--- config.mk ---
export PLATFORM = sky130hd
export DESIGN_NAME = sd_multiple_gen
export DESIGN_NICKNAME = d
export VERILOG_FILES = /design/src/rtl/sdm_pkg.sv /design/src/rtl/sdm_operand_align.sv /design/src/rtl/sdm_bit_cell.sv /design/src/rtl/sd_multiple_gen.sv
export SDC_FILE = /design/constraint.sdc
export NUM_CORES = 1
export LEC_CHECK = 0
export BUFFER_PORTS_ARGS = -buffer_cell sky130_fd_sc_hd__buf_2
export CAP_MARGIN = 0
export CELL_PAD_IN_SITES_DETAIL_PLACEMENT = 1
export CELL_PAD_IN_SITES_GLOBAL_PLACEMENT = 1
export CORE_UTILIZATION = 30
export DETAILED_ROUTE_END_ITERATION = 8
export GPL_ROUTABILITY_DRIVEN = 0
export PLACE_DENSITY = 0.95
export SLEW_MARGIN = 25
export SYNTH_ARGS = -nofsm -noshare
export SYNTH_HDL_FRONTEND = slang
export SYNTH_SLANG_ARGS = --single-unit
--- constraint.sdc ---
create_clock -name vclk -period 1.75
set_input_delay 0.525 -clock vclk [all_inputs]
set_output_delay 0.525 -clock vclk [all_outputs]
set_load 0.02 [all_outputs]
--- src/rtl/sdm_pkg.sv ---
`timescale 1ns/1ps
package sdm_pkg;
    // Select word, one line per nonzero quotient digit.
    typedef struct packed {
        logic neg2;
        logic neg1;
        logic pos1;
        logic pos2;
    } digit_sel_t;
endpackage

--- src/rtl/sdm_operand_align.sv ---
`timescale 1ns/1ps
module sdm_operand_align #(
    parameter int DIV_W = 16,
    localparam int OUT_W = DIV_W + 1
) (
    input  logic [DIV_W-1:0] divisor,
    output logic [OUT_W-1:0] single_op,
    output logic [OUT_W-1:0] double_op
);
    // Single: zero-extended; double: left shift by one place.
    always_comb begin
        single_op = {1'b0, divisor};
        double_op = {divisor, 1'b0};
    end
endmodule

--- src/rtl/sdm_bit_cell.sv ---
`timescale 1ns/1ps
module sdm_bit_cell
    import sdm_pkg::*;
(
    input  digit_sel_t sel,
    input  logic       single_bit,
    input  logic       double_bit,
    output logic       out_bit
);
    // Pure gating: direct for negative digits, inverted for positive ones.
    always_comb begin
        out_bit = (sel.neg1 &  single_bit)
                | (sel.neg2 &  double_bit)
                | (sel.pos1 & ~single_bit)
                | (sel.pos2 & ~double_bit);
    end
endmodule

--- src/rtl/sd_multiple_gen.sv ---
`timescale 1ns/1ps
module sd_multiple_gen
    import sdm_pkg::*;
#(
    parameter int DIV_W = 16,
    localparam int OUT_W = DIV_W + 1
) (
    input  logic             sel_neg2,
    input  logic             sel_neg1,
    input  logic             sel_pos1,
    input  logic             sel_pos2,
    input  logic [DIV_W-1:0] divisor,
    output logic [DIV_W:0]   multiple,
    output logic             carry_in
);
    digit_sel_t       sel;
    logic [OUT_W-1:0] single_op;
    logic [OUT_W-1:0] double_op;

    always_comb begin
        sel.neg2 = sel_neg2;
        sel.neg1 = sel_neg1;
        sel.pos1 = sel_pos1;
        sel.pos2 = sel_pos2;
    end

    sdm_operand_align #(.DIV_W(DIV_W)) u_align (
        .divisor   (divisor),
        .single_op (single_op),
        .double_op (double_op)
    );

    for (genvar i = 0; i < OUT_W; i++) begin : g_cell
        sdm_bit_cell u_cell (
            .sel        (sel),
            .single_bit (single_op[i]),
            .double_bit (double_op[i]),
            .out_bit    (multiple[i])
        );
    end

    // Positive digit: the output is a one's complement; the +1 is deferred.
    always_comb carry_in = sel.pos1 | sel.pos2;
endmodule

==> Word level (Yosys, flattened, before mapping) <==
Index checks and enable logic that the tools add are counted.
{ "totals": {"reg_bits": 0, "inputBits": 20, "out_inout_bits": 18, "wordCells": 130} }
{ "classes": {"n_bitwise": 130} }
{ "op_table": {"columns": ["op", "n"], "rows": [
  ["bitwise AND 1 bit", 64],
  ["bitwise OR 1 bit", 50],
  ["inverter 1 bit", 16]
]} }

==> Longest topological paths before layout <==
Gate-level depths: netlist (run 1).
{ "depth": {"word_depth": 4, "ltp_mapped": 5, "depth_no_buf": 2} }

==> Hierarchy <==
A second synthesis (run 1) with hierarchy kept.
{ "hier_totals": {"cells_unflattened": 87, "area_unflattened_um2": 669.4} }
{ "modules_own_cells": {"columns": ["mod", "instances", "cells_per_inst", "area_per_inst_um2"], "rows": [
  ["sdm_bit_cell", 17, 3, 23.8],
  ["sdm_operand_align", 1, 35, 259.0],
  ["sd_multiple_gen", 1, 1, 6.3]
]} }

==> Least setup slack after synthesis (run 1) <==
OpenSTA, ideal clock, no wires.
{ "synth_path": {"path_type": "input -> output", "start": "in sel_pos1", "end": "out multiple[0]", "arrival_ps": 1142, "setup_slack_ps": 83, "path_stages": 4, "path_buffers": 2, "path_cell_list": "buf_6 nor2b_4 a211o_1 buf_4"} }
{ "synth_between": {"elab_chain_len": 3} }
{ "synth_lines": {"columns": ["item", "line", "rtl"], "rows": [
  ["start, declared", "sd_multiple_gen.sv:10", "input logic sel_pos1,"],
  ["bitwise AND 1 bit", "sdm_bit_cell.sv:14", "| (sel.pos1 & ~single_bit)"],
  ["bitwise OR 1 bit", "sdm_bit_cell.sv:14", null],
  ["bitwise OR 1 bit", "sdm_bit_cell.sv:15", "| (sel.pos2 & ~double_bit);"],
  ["end, declared", "sd_multiple_gen.sv:13", "output logic [DIV_W:0] multiple,"]
]} }
Every way passes these cells.

==> Final worst setup path (run 1) <==
{ "layout_path": {"start": "in sel_pos2", "end": "out multiple[16]"} }
{ "layout_between": {"elab_chain_len": 2} }
{ "layout_lines": {"columns": ["item", "line", "rtl"], "rows": [
  ["start, declared", "sd_multiple_gen.sv:11", "input logic sel_pos2,"],
  ["bitwise AND 1 bit", "sdm_bit_cell.sv:15", null],
  ["bitwise OR 1 bit", "sdm_bit_cell.sv:15", null]
]} }
Every way passes these cells.

==> impl_metrics.py, run 1 <==
metrics = {
    "timing": {
        "rsz0062_at_grt": "true",
        "min_period_ns": 1.732,
        "tightest_slew_ns": 0.2719,
        "finalCritPeriodShare": 0.9896,
        "relSlewSlack": 0.8187,
        "layout_setup_ws_ns": 0.01818,
        "fmax_mhz": 577.4,
        "hold_viol": 0,
        "finalHoldWorstSlack_ns": 1.411,
        "slew_violations": 0,
        "setup-violations-final": 0,
    },
    "global_route": {
        "overflow": 0,
        "grt_pass1_wl_mm": 1.987,
        "grt_max_degree": 17,
        "grt_pass1_vias": 465,
        "antenna_found_initial": 0,
        "grt_usage": 0.1213,
    },
    "floorplanning": {
        "core_area_sq_mm": 0.001783,
        "fp.dieArea_sq_mm": 0.002124,
        "die_w_microns": 46.09,
        "floorplan.initialDensity": 0.3270,
        "num_rows": 15,
        "die_h_microns": 46.09,
        "io_pins": 38,
    },
    "hold_path": {
        "hp-class": "in2out",
    },
    "final_layout": {
        "stdcell_count": 117,
        "final_core_util": 0.4084,
        "antenna_cells": 0,
        "clock_buffers": 0,
        "fillers": 220,
        "syn2layout_area_growth_pct": 24.89,
        "final_common_cell": "buf_2",
        "n_sequential_cell": 0,
        "layout_common_cells": "33 x buf_2, 29 x mux2i_1, 15 x nand2_1",
        "final_nets": 114,
        "seqCellArea_sq_um": 0,
        "stdcell_area_sq_um": 728.2,
        "drive_gt1_frac": 0.5000,
        "multi_input_area_sq_um": 411.6,
    },
    "critical_path": {
        "cp-end-kind": "primary output",
        "path_class": "in2out",
        "crit_start": "sel_pos2",
        "crit_fanout": 4,
        "cp.arrival_ns": 1.21,
        "required_ns": 1.22,
        "crit_path_end": "multiple[16]",
        "start_kind": "input port",
    },
    "routing": {
        "drc": 0,
        "dr.first_iter.drc_count": 2,
        "wl_mm": 1.351,
        "routed.top_layer": "met3",
        "dr_wl_met2_microns": 652,
        "num_vias": 521,
        "antenna_left": 0,
        "wl_met1_microns": 622,
        "wire_per_inst_microns": 11.55,
        "first_pass_iters": 3,
        "routed-wl-met3_microns": 77,
        "via_per_inst": 4.453,
    },
    "power": {
        "p_leak_nw": 0.4116,
        "p_per_area_mw_per_mm2": 303.2,
        "ir_drop_mv": 0.1011,
    },
    "yosys": {
        "syn_nets": 93,
        "yosys-top-cells-area": "mux2i_1 52%, buf_4 24%, nand2_1 9.7%",
        "avgSynthCellArea_sq_um": 7.987,
        "syn_area_sq_um": 583.1,
        "ys_seq_area_frac": 0,
        "synthCells": 73,
        "synth_area_leader_cell": "mux2i_1",
        "synth_top_area_frac": 0.5150,
        "synth.distinct_cells": 8,
        "yosys_warnings": 0,
    },
    "clock_tree": {
        "postCtsSetupBuffers": 0,
    },
    "place": {
        "port_buffers": 38,
        "dp.cells": 117,
        "placed_area_sq_um": 696.9,
        "pre_cts_ws_ns": 0.001603,
    },
    "outcome": {
        "outcome": "finished clean",
    },
    "flow_run": {
        "cap_viol_max_count": 0,
    },
}
## critical path, stage by stage
cell	delay [ns]
buf_4	0.14
nor2b_4	0.12
a211o_1	0.28
buf_6	0.14
## repair_timing
action | CTS | global route
hold buffers | 0 | 0
resized for setup | 2 | 9
endpoints found under the setup margin | 1 | 3
pin swaps | 0 | 2
## through the flow
step | setup TNS (ns) | power, W
final | 0 | 0.0002208
after global routing | -0.009469 | 0.0002379
after CTS | 0 | 0.0002146
after detailed placement | 0 | 0.0002119
after global placement | 0 | 0.0002069
after floorplan | 0 | 0.0001672
## power breakdown
| group | switching (W) | internal [W] | leakage [nW] |
|---|---|---|---|
| registers | 0 | 0 | 0 |
| logic | 0.000117 | 0.000103 | 0.412 |
| clock network | 0 | 0 | 0 |
## cell type report
class | count | share of cell area
Tap cell | 25 | 0.04296
Timing Repair Buffer | 42 | 0.3918
Multi-Input combinational cell | 50 | 0.5653
## worst min path at each step
stage / startpoint / slack [ns] / end / depth (start not counted)
after floorplan: sel_neg1 / 1.27 / multiple[0] / 2
after global placement: divisor[11] / 1.42 / multiple[12] / 4
after detailed placement: divisor[10] / 1.43 / multiple[11] / 4
after CTS: divisor[10] / 1.43 / multiple[11] / 4
after global routing: divisor[3] / 1.44 / multiple[3] / 4
final: divisor[8] / 1.41 / multiple[9] / 4
## Yosys cell counts
cell     number
mux2i_1      30
buf_4        19
nand2_1      15
a211o_1       2
buf_2         2
buf_6         2
nor2b_4       2
or2_2         1
## cells by family after synthesis
family	after synthesis	synth area share
muxes	30	0.5150
buffers and inverters	23	0.3004
and+or+nand+nor	18	0.1545
AOI/OAI and AO/OA	2	0.03005
## metal layers
layer / vias to the layer above / global-route usage
met1: 230 / 0.1628
li1: 269 / -
met4: 0 / 0
met5: - / 0
met3: 0 / 0.003922
met2: 22 / 0.2254
(Power assumes the default switching activity.)
==> run 2, diff against run 1 <==
--- a/config.mk
+++ b/config.mk
@@ -8,8 +8,8 @@
 export BUFFER_PORTS_ARGS = -buffer_cell sky130_fd_sc_hd__buf_2
 export CAP_MARGIN = 0
 export CELL_PAD_IN_SITES_DETAIL_PLACEMENT = 1
-export CELL_PAD_IN_SITES_GLOBAL_PLACEMENT = 1
-export CORE_UTILIZATION = 30
+export CELL_PAD_IN_SITES_GLOBAL_PLACEMENT = 2
+export CORE_UTILIZATION = 23
 export DETAILED_ROUTE_END_ITERATION = 8
 export GPL_ROUTABILITY_DRIVEN = 0
 export PLACE_DENSITY = 0.95
==> run 2 against run 1 <==
Fmax is 1.6% higher. Final area is 0.52% lower. First-iteration DRC count is 50% lower. Non-clock buffer count is 1 higher. Sequential share of layout area stayed put. Utilization is 9.3 points lower. Combinational power hardly changed. Final cell count is 3.4% higher. Hold slack worse by 0.010 ns.
==> impl_metrics.py, run 2 (synthesized netlist as in run 1, its figures left out) <==
metrics = {
    "power": {
        "clkPwrFrac": 0,
        "p_leak_nw": 0.4100,
        "p_sw_w": 0.0001177,
        "pwr-share-comb": 1.000,
        "ir_drop_mv": 0.1064,
        "power.share.switching": 0.5380,
        "intPower_w": 0.0001011,
        "seqPwrFrac": 0,
        "p_per_area_mw_per_mm2": 302.0,
    },
    "place": {
        "placed_area_sq_um": 683.2,
        "port_buffers": 38,
        "dp.cells": 121,
        "dpl.hpwl_mm": 1.204,
    },
    "timing": {
        "rsz0062_at_grt": "false",
        "tightest_slew_ns": 0.1497,
        "fmax_mhz": 586.6,
        "finalSetupTns_ns": 0,
        "relSlewSlack": 0.8973,
        "min_period_ns": 1.705,
        "setup-violations-final": 0,
        "slew_violations": 0,
        "hold_viol": 0,
        "finalCritPeriodShare": 0.9742,
        "finalHoldWorstSlack_ns": 1.401,
    },
    "final_layout": {
        "antenna_cells": 0,
        "seqCellArea_sq_um": 0,
        "layout_common_cells": "32 x buf_2, 29 x mux2i_1, 15 x nand2_1",
        "clock_buffers": 0,
        "syn2layout_area_growth_pct": 24.25,
        "fillers": 296,
        "final_nets": 115,
        "n_sequential_cell": 0,
        "drive_gt1_frac": 0.5054,
        "stdcell_area_sq_um": 724.4,
        "final_common_cell": "buf_2",
        "stdcell_count": 121,
    },
    "routing": {
        "first_pass_iters": 2,
        "routed.top_layer": "met3",
        "wl_met1_microns": 611,
        "drc": 0,
        "wire_per_inst_microns": 12.00,
        "antenna_left": 0,
        "dr_wl_met2_microns": 735,
        "wl_mm": 1.452,
        "num_vias": 534,
        "routed-wl-met3_microns": 104,
        "via_per_inst": 4.413,
        "dr.first_iter.drc_count": 1,
    },
    "floorplanning": {
        "floorplan.initialDensity": 0.2538,
        "fp.dieArea_sq_mm": 0.002741,
        "io_pins": 38,
        "num_rows": 17,
        "die_w_microns": 52.35,
        "die_h_microns": 52.35,
        "core_area_sq_mm": 0.002297,
    },
    "global_route": {
        "antenna_found_initial": 0,
        "grt_pass1_vias": 554,
        "grt_max_degree": 17,
        "grt_usage": 0.1079,
        "overflow": 0,
        "grt_pass1_wl_mm": 2.339,
    },
    "critical_path": {
        "crit_fanout": 9,
        "start_kind": "input port",
        "path_class": "in2out",
        "cp-end-kind": "primary output",
        "required_ns": 1.22,
        "cp_slowest_cell": "a211o_1",
        "critPathMaxStageDelay_ns": 0.21,
        "crit_top_cell": "buf_2",
        "cp.arrival_ns": 1.18,
        "path_cells": "buf_2 > buf_12 > a211o_1 > buf_2",
    },
    "hold_path": {
        "hp-class": "in2out",
    },
    "clock_tree": {
        "cts_resized": 0,
        "cts_hold_buf": 0,
        "postCtsSetupBuffers": 0,
    },
    "outcome": {
        "outcome": "finished clean",
    },
    "flow_run": {
        "cap_viol_max_count": 0,
    },
}
run 2: cell count changes in the layout (fill, tap and decap cells not counted):
cell | previous run | this run
buf_4 | 1 | 2
buf_12 | 3 | 1
buf_6 | 4 | 6
clkbuf_4 | 1 | 2
buf_2 | 33 | 32
run 2: path summary, 6_finish.rpt:
| check | startpoint | endpoint | cells after the start | slack (ns) |
|---|---|---|---|---|
| max | sel_pos2 | multiple[0] | 4 | 0.05 |
| min | sel_pos1 | carry_in | 3 | 1.40 |
run 2: stage by stage:
stage                       util  setup slack (ns)  total power (W)
after floorplan                -           0.08271        0.0001672
after CTS                 0.2974           0.01031        0.0002092
after global routing      0.3154          0.005790        0.0002378
final                     0.3154           0.04523        0.0002188
after global placement    0.2974           0.03218        0.0002029
after detailed placement  0.2974           0.01244        0.0002084
run 2: power by group through the flow:
stage	sequential, W	clock (W)	combinational, W
after floorplan	0	0	0.000167
after global placement	0	0	0.000203
after detailed placement	0	0	0.000208
after CTS	0	0	0.000209
after global routing	0	0	0.000238
final	0	0	0.000219
run 2: critical path: cells and delay by family:
family | cells | cell delay, ns
AO/OA/AOI/OAI | 1 | 0.21
buffers and inverters | 3 | 0.44
run 2: layout make-up:
cell class                      count  area (sq um)  area share
Timing Repair Buffer               43         277.8      0.3834
Tap cell                           28         35.03     0.04836
Multi-Input combinational cell     50         411.6      0.5682
run 2: per-layer routing:
| layer | global-route usage | vias to the layer above |
|---|---|---|
| li1 | - | 270 |
| met1 | 0.1276 | 242 |
| met2 | 0.2194 | 22 |
| met3 | 0.005797 | 0 |
| met4 | 0 | 0 |
| met5 | 0 | - |
